File: src/rtl/dcm_pkg.sv
package dcm_pkg;

    typedef enum logic [0:0] {
        ST_INTEGRATE = 1'b0,
        ST_PUBLISH   = 1'b1
    } dcm_state_e;

endpackage

File: src/rtl/dcm_weight_accum.sv
module dcm_weight_accum #(
    parameter int ACC_W     = 24,
    parameter int HI_WEIGHT = 3,
    parameter int LO_WEIGHT = 1
) (
    input  logic                    clk,
    input  logic                    rst_n,
    input  logic                    sample_en_i,
    input  logic                    mag_i,
    input  logic                    restart_i,
    output logic signed [ACC_W-1:0] sum_next_o
);
    localparam int EXT_W = ACC_W + 1;
    localparam logic signed [EXT_W-1:0] W_HI   = EXT_W'(HI_WEIGHT);
    localparam logic signed [EXT_W-1:0] W_LO   = EXT_W'(LO_WEIGHT);
    localparam logic signed [EXT_W-1:0] FLOOR  = -(EXT_W'(1) <<< (ACC_W - 1));

    logic signed [ACC_W-1:0] sum_q;
    logic signed [EXT_W-1:0] trial;

    always_comb begin
        trial = {sum_q[ACC_W-1], sum_q};
        if (sample_en_i) begin
            trial = trial - (mag_i ? W_HI : W_LO);
        end
        if (trial < FLOOR) begin
            sum_next_o = FLOOR[ACC_W-1:0];
        end else begin
            sum_next_o = trial[ACC_W-1:0];
        end
    end

    always_ff @(posedge clk or negedge rst_n) begin
        if (!rst_n) begin
            sum_q <= '0;
        end else if (restart_i) begin
            sum_q <= '0;
        end else begin
            sum_q <= sum_next_o;
        end
    end

    // weights are negative, so the live sum never turns positive
    a_r7_no_wrap: assert property (@(posedge clk) disable iff (!rst_n)
        (sum_q[ACC_W-1] || sum_q == '0));

    // an idle cycle leaves the live sum untouched
    a_r4_idle_hold: assert property (@(posedge clk) disable iff (!rst_n)
        (!sample_en_i && !restart_i) |=> $stable(sum_q));

endmodule

File: src/rtl/dcm_sample_count.sv
module dcm_sample_count #(
    parameter int CNT_W = 23
) (
    input  logic             clk,
    input  logic             rst_n,
    input  logic             sample_en_i,
    input  logic             restart_i,
    output logic [CNT_W-1:0] cnt_next_o
);
    localparam logic [CNT_W-1:0] CEIL = '1;

    logic [CNT_W-1:0] cnt_q;

    always_comb begin
        cnt_next_o = cnt_q;
        if (sample_en_i && cnt_q != CEIL) begin
            cnt_next_o = cnt_q + CNT_W'(1);
        end
    end

    always_ff @(posedge clk or negedge rst_n) begin
        if (!rst_n) begin
            cnt_q <= '0;
        end else if (restart_i) begin
            cnt_q <= '0;
        end else begin
            cnt_q <= cnt_next_o;
        end
    end

    // once at the ceiling the count stays there until restarted
    a_r8_cnt_hold_at_ceiling: assert property (@(posedge clk) disable iff (!rst_n)
        (cnt_q == CEIL && !restart_i) |=> cnt_q == CEIL);

endmodule

File: src/rtl/dcm_ratio_terms.sv
module dcm_ratio_terms #(
    parameter int ACC_W = 24,
    parameter int CNT_W = 23
) (
    input  logic                    clk,
    input  logic                    rst_n,
    input  logic                    load_i,
    input  logic signed [ACC_W-1:0] held_sum_i,
    input  logic [CNT_W-1:0]        held_cnt_i,
    output logic signed [ACC_W:0]   num_o,
    output logic [CNT_W:0]          den_o
);
    localparam int NUM_W = ACC_W + 1;

    logic signed [NUM_W-1:0] cnt_ext;
    logic signed [NUM_W-1:0] sum_ext;
    logic signed [NUM_W-1:0] num_d;

    always_comb begin
        cnt_ext = {{(NUM_W - CNT_W){1'b0}}, held_cnt_i};
        sum_ext = {held_sum_i[ACC_W-1], held_sum_i};
        num_d   = -(cnt_ext + sum_ext);
    end

    always_ff @(posedge clk or negedge rst_n) begin
        if (!rst_n) begin
            num_o <= '0;
            den_o <= '0;
        end else if (load_i) begin
            num_o <= num_d;
            den_o <= {held_cnt_i, 1'b0};
        end
    end

endmodule

File: src/rtl/dcm_duty_meter.sv
module dcm_duty_meter #(
    parameter int ACC_W     = 24,
    parameter int CNT_W     = 23,
    parameter int HI_WEIGHT = 3,
    parameter int LO_WEIGHT = 1
) (
    input  logic                    clk,
    input  logic                    rst_n,
    input  logic                    sample_en_i,
    input  logic                    mag_i,
    input  logic                    dump_i,
    output logic signed [ACC_W-1:0] acc_o,
    output logic [CNT_W-1:0]        cnt_o,
    output logic signed [ACC_W:0]   num_o,
    output logic [CNT_W:0]          den_o,
    output logic                    res_valid_o
);
    import dcm_pkg::*;

    localparam bit WIDTHS_OK = (CNT_W < ACC_W);

    dcm_state_e              state_q, state_d;
    logic signed [ACC_W-1:0] sum_next;
    logic [CNT_W-1:0]        cnt_next;
    logic                    publish;

    generate
        if (!WIDTHS_OK) begin : g_bad_widths
            initial $error("CNT_W must be smaller than ACC_W");
        end
    endgenerate

    dcm_weight_accum #(
        .ACC_W    (ACC_W),
        .HI_WEIGHT(HI_WEIGHT),
        .LO_WEIGHT(LO_WEIGHT)
    ) u_accum (
        .clk        (clk),
        .rst_n      (rst_n),
        .sample_en_i(sample_en_i),
        .mag_i      (mag_i),
        .restart_i  (dump_i),
        .sum_next_o (sum_next)
    );

    dcm_sample_count #(
        .CNT_W(CNT_W)
    ) u_count (
        .clk        (clk),
        .rst_n      (rst_n),
        .sample_en_i(sample_en_i),
        .restart_i  (dump_i),
        .cnt_next_o (cnt_next)
    );

    dcm_ratio_terms #(
        .ACC_W(ACC_W),
        .CNT_W(CNT_W)
    ) u_terms (
        .clk       (clk),
        .rst_n     (rst_n),
        .load_i    (publish),
        .held_sum_i(acc_o),
        .held_cnt_i(cnt_o),
        .num_o     (num_o),
        .den_o     (den_o)
    );

    // state register
    always_ff @(posedge clk or negedge rst_n) begin
        if (!rst_n) begin
            state_q <= ST_INTEGRATE;
        end else begin
            state_q <= state_d;
        end
    end

    // next state and decoded controls
    always_comb begin
        state_d = state_q;
        publish = 1'b0;
        unique case (state_q)
            ST_INTEGRATE: begin
                if (dump_i) state_d = ST_PUBLISH;        // dump seen
            end
            ST_PUBLISH: begin
                publish = 1'b1;
                state_d = dump_i ? ST_PUBLISH            // dump again
                                 : ST_INTEGRATE;         // publish done
            end
            default: state_d = ST_INTEGRATE;
        endcase
    end

    // outputs: held window values and result pulse
    always_ff @(posedge clk or negedge rst_n) begin
        if (!rst_n) begin
            acc_o       <= '0;
            cnt_o       <= '0;
            res_valid_o <= 1'b0;
        end else begin
            res_valid_o <= publish;
            if (dump_i) begin
                acc_o <= sum_next;
                cnt_o <= cnt_next;
            end
        end
    end

    // every pulse traces back to a dump two edges earlier
    a_r10_valid_needs_dump: assert property (@(posedge clk) disable iff (!rst_n)
        res_valid_o |-> $past(dump_i, 2));

    // a dump always yields a pulse two edges later
    a_r10_dump_gives_valid: assert property (@(posedge clk) disable iff (!rst_n)
        dump_i |=> ##1 res_valid_o);

    // the numerator equals 2*N_high and cannot be negative
    a_r9_num_nonneg: assert property (@(posedge clk) disable iff (!rst_n)
        res_valid_o |-> !num_o[ACC_W]);

    // numerator and denominator stay put between pulses
    a_r9_terms_stable: assert property (@(posedge clk) disable iff (!rst_n)
        !res_valid_o |-> ($stable(num_o) && $stable(den_o)));

endmodule

File: config.mk
export PLATFORM = sky130hd
export DESIGN_NAME = dcm_duty_meter
export DESIGN_NICKNAME = d
export VERILOG_FILES = /design/src/rtl/dcm_pkg.sv /design/src/rtl/dcm_weight_accum.sv /design/src/rtl/dcm_sample_count.sv /design/src/rtl/dcm_ratio_terms.sv /design/src/rtl/dcm_duty_meter.sv
export SDC_FILE = /design/constraint.sdc
export NUM_CORES = 1
export LEC_CHECK = 0
export ABC_AREA = 0
export BUFFER_PORTS_ARGS = -buffer_cell sky130_fd_sc_hd__buf_2
export CAP_MARGIN = 20
export CORE_UTILIZATION = 30
export CTS_BUF_LIST = sky130_fd_sc_hd__clkbuf_16
export DETAILED_ROUTE_END_ITERATION = 6
export PLACE_DENSITY_LB_ADDON = 0.08
export SYNTH_ARGS = -nofsm -noshare
export SYNTH_HDL_FRONTEND = slang
export SYNTH_SLANG_ARGS = --single-unit
export TNS_END_PERCENT = 5
File: constraint.sdc
create_clock -name clk -period 4.9 [get_ports clk]
set_clock_uncertainty 0.2 [all_clocks]
set_input_delay 0.735 -clock clk [delete_from_list [all_inputs] [get_ports clk]]
set_output_delay 0.735 -clock clk [all_outputs]
set_load 0.01 [all_outputs]
==> results.txt, run 1 <==
----------------------------------------------------
[CTS]
  Post-cts gate resize count ... 0
  Num Clock Sinks ... approximately 140
  Number of levels the H-tree was split into ... 4
  Clock input transition at the sequential cells of the worst setup and hold paths ... around 0.060 ns
  Largest buffer count on any clock path ... 2
  Number of CTS-inserted buffers ... 17
  Master cell of the clock root buffer ... clkbuf_16
  Clock latency on the worst-skew pair ... between 0.4 and 0.5 ns
  Count of hold-fix buffers inserted at cts ... 0
  TritonCTS clock tree ... done
  Number of buffers added for setup after CTS ... 0

[Timing]
  Setup Total Neg Slack ... 0 ns
  Total count of hold-check failures in the final report ... 0
  Worst-margin pin slew ... 0.7885 ns
  RSZ-0062 raised after global routing ... false
  Slew Viols, Final ... 0
  Worst relative slew slack ... a little under half
  Max frequency ... between 200 and 300 MHz
  Hold_ws ... roughly 0.15 ns
  Tcrit/Tclk final ... about 69%
  Tmin final ... between 3 and 4 ns
  Count of endpoints failing setup in the final report ... 0

[Worst setup path]
  End of the worst register-to-register path ... u_terms.num_o[13]
  Sort of element at the start of the critical path ... primary input
  Depth of the most critical reg-to-reg path ... 10
  Required time reported for the critical path endpoint ... 4.96 ns
  Source of the worst register-to-register timing path ... cnt_o[1]
  Worst setup EP type ... flop
  Worst-path fanout max ... 10
  Type of the setup path with the least slack ... in2reg
  Data arrival time at the worst-slack endpoint ... between 3 and 4 ns
  R2R Setup Slk ... 1.53 ns

[GRT]
  Maximum number of pins on one net before global-route repair ... 86
  Overall fraction of global-route tracks in use ... 15.29%
  Antenna violations before repair ... 0
  Number of global-route vias before repair ... between 5000 and 6000
  Global-route wire length before repair ... 30870 um
  Global route overflow ... 0

[Logic synthesis]
  Yosys reg bits ... 144
  EDFF count, synth ... 0
  Mapped Nets ... around 800
  Post-synthesis cell count ... about 740
  Post-Syn Area per Cell ... between 10 and 15 um^2
  Synth cell types ... 64
  Netlist area before placement ... approximately 0.0075 mm^2
  Primary FF master, synth ... dfrtp_1
  Fraction of the yosys area taken by sequential cells ... ~48%
  Synth warnings ... 0
  Async SR Flop Fraction ... 100.0%

[Place]
  Routability-driven placement congestion ratio ... around 0.8
  Port Buf Inserts ... 100
  Detail Placement HPWL ... roughly 14000 um

[Drt]
  Total wire length after detailed routing ... 18710 um
  1st-pass router iterations ... 5
  Post-DR vias/cell ... 4.722
  Detailed-route DRC error count ... 0
  DR WL/cell ... roughly 16 um
  1st-iter DRT viols ... 270
  Detail Route Antenna Nets ... 0
  Overall via count from detail_route ... approximately 5500

[Layout]
  Ratio of cells with drive above 1 in the final layout ... between 20% and 30%
  Relative area change from synthesis to final layout ... 17.87%
  Final #Nets ... about 880
  Most common cell after layout, fill and taps aside ... dfrtp_1
  Highest-count cells in the layout ignoring fill and taps ... dfrtp_1, nor2_1, buf_2
  Inserted Diodes ... 0

[Die]
  Placement row count ... 57
  Area enclosed by the die boundary ... between 0.02 and 0.03 mm^2
  Die extent in y ... ~160 um
  Effective utilization at floorplan ... between 30% and 40%
  Die boundary width ... between 150 and 200 um
  Top Ports ... about 100
  Core ar. ... roughly 0.024 mm^2

[Pwr]
  Power consumption ... just under 6 mW
  Max VDD drop ... between 0.2 and 0.3 mV
  Total power density per cell area ... between 600 and 700 mW/mm^2
  Leakage power figure ... 4.232 nW

[Status]
  Run status ... completed

[Flow run]
  Number of violations of the max-capacitance limit ... 0

[Hold path]
  Class of the worst hold path ... in2async

----------------------------------------------------
## synthesized netlist by cell type, types with 2 or more instances
library cell    n  area [um^2]
or3_1           2        12.51
nand3_1        26        130.1
nand2_1        35        131.4
nand4bb_1       2        22.52
a31o_2          3        26.28
xnor2_1        23        201.4
dfrtp_1       144         3603
nor4_1          4        25.02
o21ai_0        15        75.07
buf_2           3        15.01
o21a_1          5        37.54
fa_1            2        40.04
o211ai_1        3        22.52
nor3_1         11        55.05
a21oi_1        46        230.2
mux2i_1         4        40.04
a211oi_1       13        97.59
nand4_1        14        87.58
buf_1           4        15.01
a211o_1         5        43.79
clkbuf_1       24        90.09
xor2_1         31        271.5
nor2_1        103        386.6
and2_1          3        18.77
nor2b_1         5        31.28
a31oi_1         4        25.02
nand2b_1        3        18.77
inv_1          54        202.7
ha_1           48        600.6
a21o_1          7        52.55
o31ai_1         3        22.52
mux2_2         39        439.2
o22ai_1        13        81.33
a41oi_1         2        17.52
clkbuf_8        2        27.53
and3_1          8        50.05
## critical path: stages
cell,delay [ns]
buf_2,0.08
inv_1,0.06
fa_1,0.44
nor4b_1,0.60
nand4bb_1,0.47
nor3_2,0.31
mux2i_4,0.15
nor3b_4,0.49
a211oi_1,0.11
## metal layers
layer / share of wire [%] / wire length, um / track usage, %
met1: 50 / 9342 / 22.14
met2: 45 / 8416 / 22.94
met3: 4.0 / 755 / 3.280
met4: 1.0 / 195 / 4.026
met5: 0 / 0 / 0
## registers in the layout, summed over array words and instances (netlist names)
name / flops
u_terms.den_o: 23
u_accum.sum_q: 24
u_terms.num_o: 25
u_count.cnt_q: 23
cnt_o: 23
state_q: 1
acc_o: 24
res_valid_o: 1
## kinds of logic (layout without fill, tap and decap cells)
group | after synthesis | in the layout | share of synthesized area (%)
AOI/OAI and AO/OA | 132 | 132 | 11.42
muxes | 44 | 44 | 6.649
DFF | 144 | 144 | 47.75
and+or+nand+nor | 227 | 227 | 14.48
xor gates and xnor gates | 54 | 54 | 6.268
buffers and inverters | 89 | 190 | 4.891
other | 1 | 1 | 0.04970
adders and majority gates | 50 | 50 | 8.490
## cell type report
cell class                 count  area (um^2)
timing repair buffer         104        539.3
inverter                      54        202.7
sequential                   144         3605
multi-input combinational    508         3573
clock buffer                  17        425.4
fill                        2463        15570
clock inverter                15        143.9
tap                          324        405.4
## metrics by stage
stage	area (um^2)	instances	utilization, %	setup WS, ns
after floorplan	7546	741	-	1.773
after global placement	8325	1134	34.03	1.114
after detailed placement	8325	1134	34.03	1.013
after CTS	8895	1166	36.36	1.442
after global routing	8895	1166	36.36	1.122
final	8895	1166	36.36	1.512
## report_power, final
| group | internal [mW] | switching, mW |
|---|---|---|
| Sequential | 1.51 | 0.234 |
| Combinational | 1.18 | 1.61 |
| Clock | 0.745 | 0.517 |
## worst max path at each step
stage                             end  slack, ns  startpoint
floorplan                   acc_o[21]       1.77       mag_i
global placement    u_accum.sum_q[20]       1.11       mag_i
detailed placement           acc_o[7]       1.01       mag_i
CTS                          acc_o[7]       1.44       mag_i
global route                 acc_o[3]       1.12       mag_i
finish                      acc_o[17]       1.51       mag_i
Power figures use the tool's default switching activity.
==> run 2, diff against run 1 <==
==> constraint.sdc (replaced) <==
create_clock -name clk -period 3.35 [get_ports clk]
set_clock_uncertainty 0.2 [all_clocks]
set_input_delay 0.5025 -clock clk [delete_from_list [all_inputs] [get_ports clk]]
set_output_delay 0.5025 -clock clk [all_outputs]
set_load 0.01 [all_outputs]
==> run 2 against run 1 <==
  * Sequential power is 46% higher
  * Critical endpoint is now u_terms.num_o[15]
  * Critical path depth up 1
  * Combinational power increased by 50%
  * Register-to-register slack worse by 1.4 ns
  * Largest cell class unchanged
==> results.txt, run 2 (synthesized netlist as in run 1, its figures left out) <==
----------------------------------------------------
[Worst setup path]
  Critical path, cell by cell ... ha_1 -> inv_1 -> ha_1 -> fa_1 -> a21o_1 -> a31o_2 -> a31oi_1 -> o31ai_1 -> xor2_1 -> mux2_2
  Source of the worst register-to-register timing path ... cnt_o[1]
  Critical-path top delay cell ... fa_1
  Critical path's largest stage delay ... between 0.4 and 0.5 ns
  Launching instance or port of the critical path ... cnt_o[1]
  Data arrival time at the worst-slack endpoint ... 3.32 ns
  Type of the setup path with the least slack ... reg2reg
  Worst setup EP type ... flop
  Cell occurring most often along the worst timing path ... ha_1
  End of the worst register-to-register path ... u_terms.num_o[15]
  Depth of the most critical reg-to-reg path ... 10
  Sort of element at the start of the critical path ... flop
  R2R Setup Slk ... between 0.1 and 0.15 ns
  Worst-path fanout max ... 5
  Required time reported for the critical path endpoint ... around 3.5 ns

[Layout]
  Register area ... 0.003605 mm^2
  Highest-count cells in the layout ignoring fill and taps ... dfrtp_1, nor2_1, buf_2
  Most common cell after layout, fill and taps aside ... dfrtp_1
  Final design utilization ... 37.02%
  Area of the multi-input gates ... about 0.0036 mm^2
  Filler cell count ... ~2500
  Non-filler cells in the finished layout ... 1177
  Inserted Diodes ... 0
  Biggest register ... u_terms.num_o
  Relative area change from synthesis to final layout ... 20.01%
  Final #Nets ... about 900
  Finished Cell Area ... 0.009056 mm^2
  Largest regs ... u_terms.num_o: 25 flops, acc_o: 24 flops, u_accum.sum_q: 24 flops
  Ratio of cells with drive above 1 in the final layout ... 23.09%
  Max FFs per register ... 25

[GRT]
  Number of global-route vias before repair ... between 5000 and 6000
  Maximum number of pins on one net before global-route repair ... 64
  Global route overflow ... 0
  Antenna violations before repair ... 0
  Overall fraction of global-route tracks in use ... ~16%
  Global-route wire length before repair ... between 30000 and 40000 um

[Place]
  Cells after DPL ... 1144
  Port Buf Inserts ... 100
  Detail Placement HPWL ... 14200 um
  Placed standard-cell area ... between 0.008 and 0.009 mm^2
  Post-Place Setup Slack ... 0.1343 ns
  Routability-driven placement congestion ratio ... approximately 0.82

[CTS]
  TritonCTS clock tree ... done
  Clock input transition at the sequential cells of the worst setup and hold paths ... approximately 0.060 ns
  Clock latency on the worst-skew pair ... around 0.42 ns
  Number of CTS-inserted buffers ... 17
  Number of levels the H-tree was split into ... 4
  Master cell of the clock root buffer ... clkbuf_16
  Num Clock Sinks ... between 100 and 150
  Largest buffer count on any clock path ... 2
  Number of buffers added for setup after CTS ... 0

[Timing]
  Tcrit/Tclk final ... 95.79%
  Count of endpoints failing setup in the final report ... 0
  Total count of hold-check failures in the final report ... 0
  Crit path setup slack, layout ... around 0.14 ns
  Worst relative slew slack ... just under 50%
  Tmin final ... 3.209 ns
  Setup Total Neg Slack ... 0 ns
  RSZ-0062 raised after global routing ... false
  Worst-margin pin slew ... approximately 0.76 ns
  Max frequency ... ~310 MHz
  Slew Viols, Final ... 0

[Pwr]
  Leakage power figure ... approximately 4.3 nW
  Max VDD drop ... between 0.3 and 0.4 mV
  Internal power of the cells ... between 5 and 6 mW
  Proportion of power drawn by the clock network ... about 23%
  Net switching fraction of the power ... between 40% and 50%
  Share of total power in sequential cells ... around 29%
  Switching power total ... approximately 3.5 mW
  Total power density per cell area ... slightly below 1000 mW/mm^2
  Combinational power share ... between 40% and 50%

[Flow run]
  Number of violations of the max-capacitance limit ... 0

[Hold path]
  Count of cells along the worst hold path ... 1
  Destination of the worst hold path ... u_terms.num_o[14]
  Class of the worst hold path ... reg2reg
  Worst Min Path Start ... u_terms.num_o[14]

[Drt]
  Detail Route Antenna Nets ... 0
  1st-pass router iterations ... 5
  Total wire length after detailed routing ... slightly below 20000 um
  Detailed-route DRC error count ... 0
  DR WL/cell ... ~16 um
  Post-DR vias/cell ... between 4 and 5
  Overall via count from detail_route ... between 5000 and 6000
  1st-iter DRT viols ... around 290

[Die]
  Core ar. ... between 0.02 and 0.025 mm^2
  Die boundary width ... 160.6 um
  Die extent in y ... 160.6 um
  Top Ports ... 102
  Placement row count ... 57
  Area enclosed by the die boundary ... between 0.02 and 0.03 mm^2
  Effective utilization at floorplan ... slightly above 30%

[Status]
  Run status ... completed

----------------------------------------------------
[run 2: changes by cell type in the layout (fill, tap and decap cells not counted), sizes merged]
cell         change
buf             +10
bufinv           +2
clkinv           -1
clkinvlp         -1
dlygate4sd3      +1
[run 2: power groups by stage]
stage | logic (mW) | clock network (mW) | registers [mW]
finish | 4.19 | 2.02 | 2.56
CTS | 4.23 | 2.08 | 2.57
global route | 4.67 | 2.16 | 2.63
detailed placement | 4.19 | 0 | 2.60
floorplan | 2.87 | 0 | 2.67
global placement | 4.18 | 0 | 2.58
[run 2: worst max-delay path: cells and delay by family (launching register included)]
| family | cells | cell delay [ns] |
|---|---|---|
| fa+ha+maj | 3 | 0.93 |
| mux | 1 | 0.29 |
| xor+xnor | 1 | 0.19 |
| buf+inv | 1 | 0.04 |
| flops | 1 | 0.41 |
| compound gates | 4 | 1.05 |
[run 2: cell type report]
type                    count  area share (%)
flip-flops and latches    144           39.80
multi-input cells         508           39.46
repair buffers            115           7.170
clock buffers              17           4.697
well taps                 324           4.476
inverters                  54           2.238
clock inverters            15           2.155
[run 2: metal layers]
| layer | track usage (%) | vias to the layer above | routed length (um) |
|---|---|---|---|
| met1 | 22.28 | 2792 | 9533 |
| met3 | 2.841 | 17 | 749 |
| li1 | - | 2767 | - |
| met2 | 23.57 | 116 | 8694 |
| met4 | 5.065 | 0 | 256 |
| met5 | 0 | - | 0 |
[run 2: what timing repair did]
item | in CTS | in global routing
hold buffers | 1 | 0
gates resized for setup | 0 | 0
hold endpoints to repair | 60 | 0
[run 2: worst max path at each step]
stage,to,slack (ns),cells past startpoint
finish,u_terms.num_o[15],0.14,10
global route,u_terms.num_o[13],0.02,10
CTS,u_terms.num_o[15],0.13,10
detailed placement,u_terms.num_o[15],0.13,10
global placement,u_terms.num_o[15],0.19,10
floorplan,u_terms.num_o[13],0.37,10
[run 2: stage by stage]
stage               power, mW  hold slack (ns)
global route            9.464           0.3077
CTS                     8.881           0.2918
floorplan               5.541         0.006909
finish                  8.772           0.2994
global placement        6.761           0.2842
detailed placement      6.792           0.2747
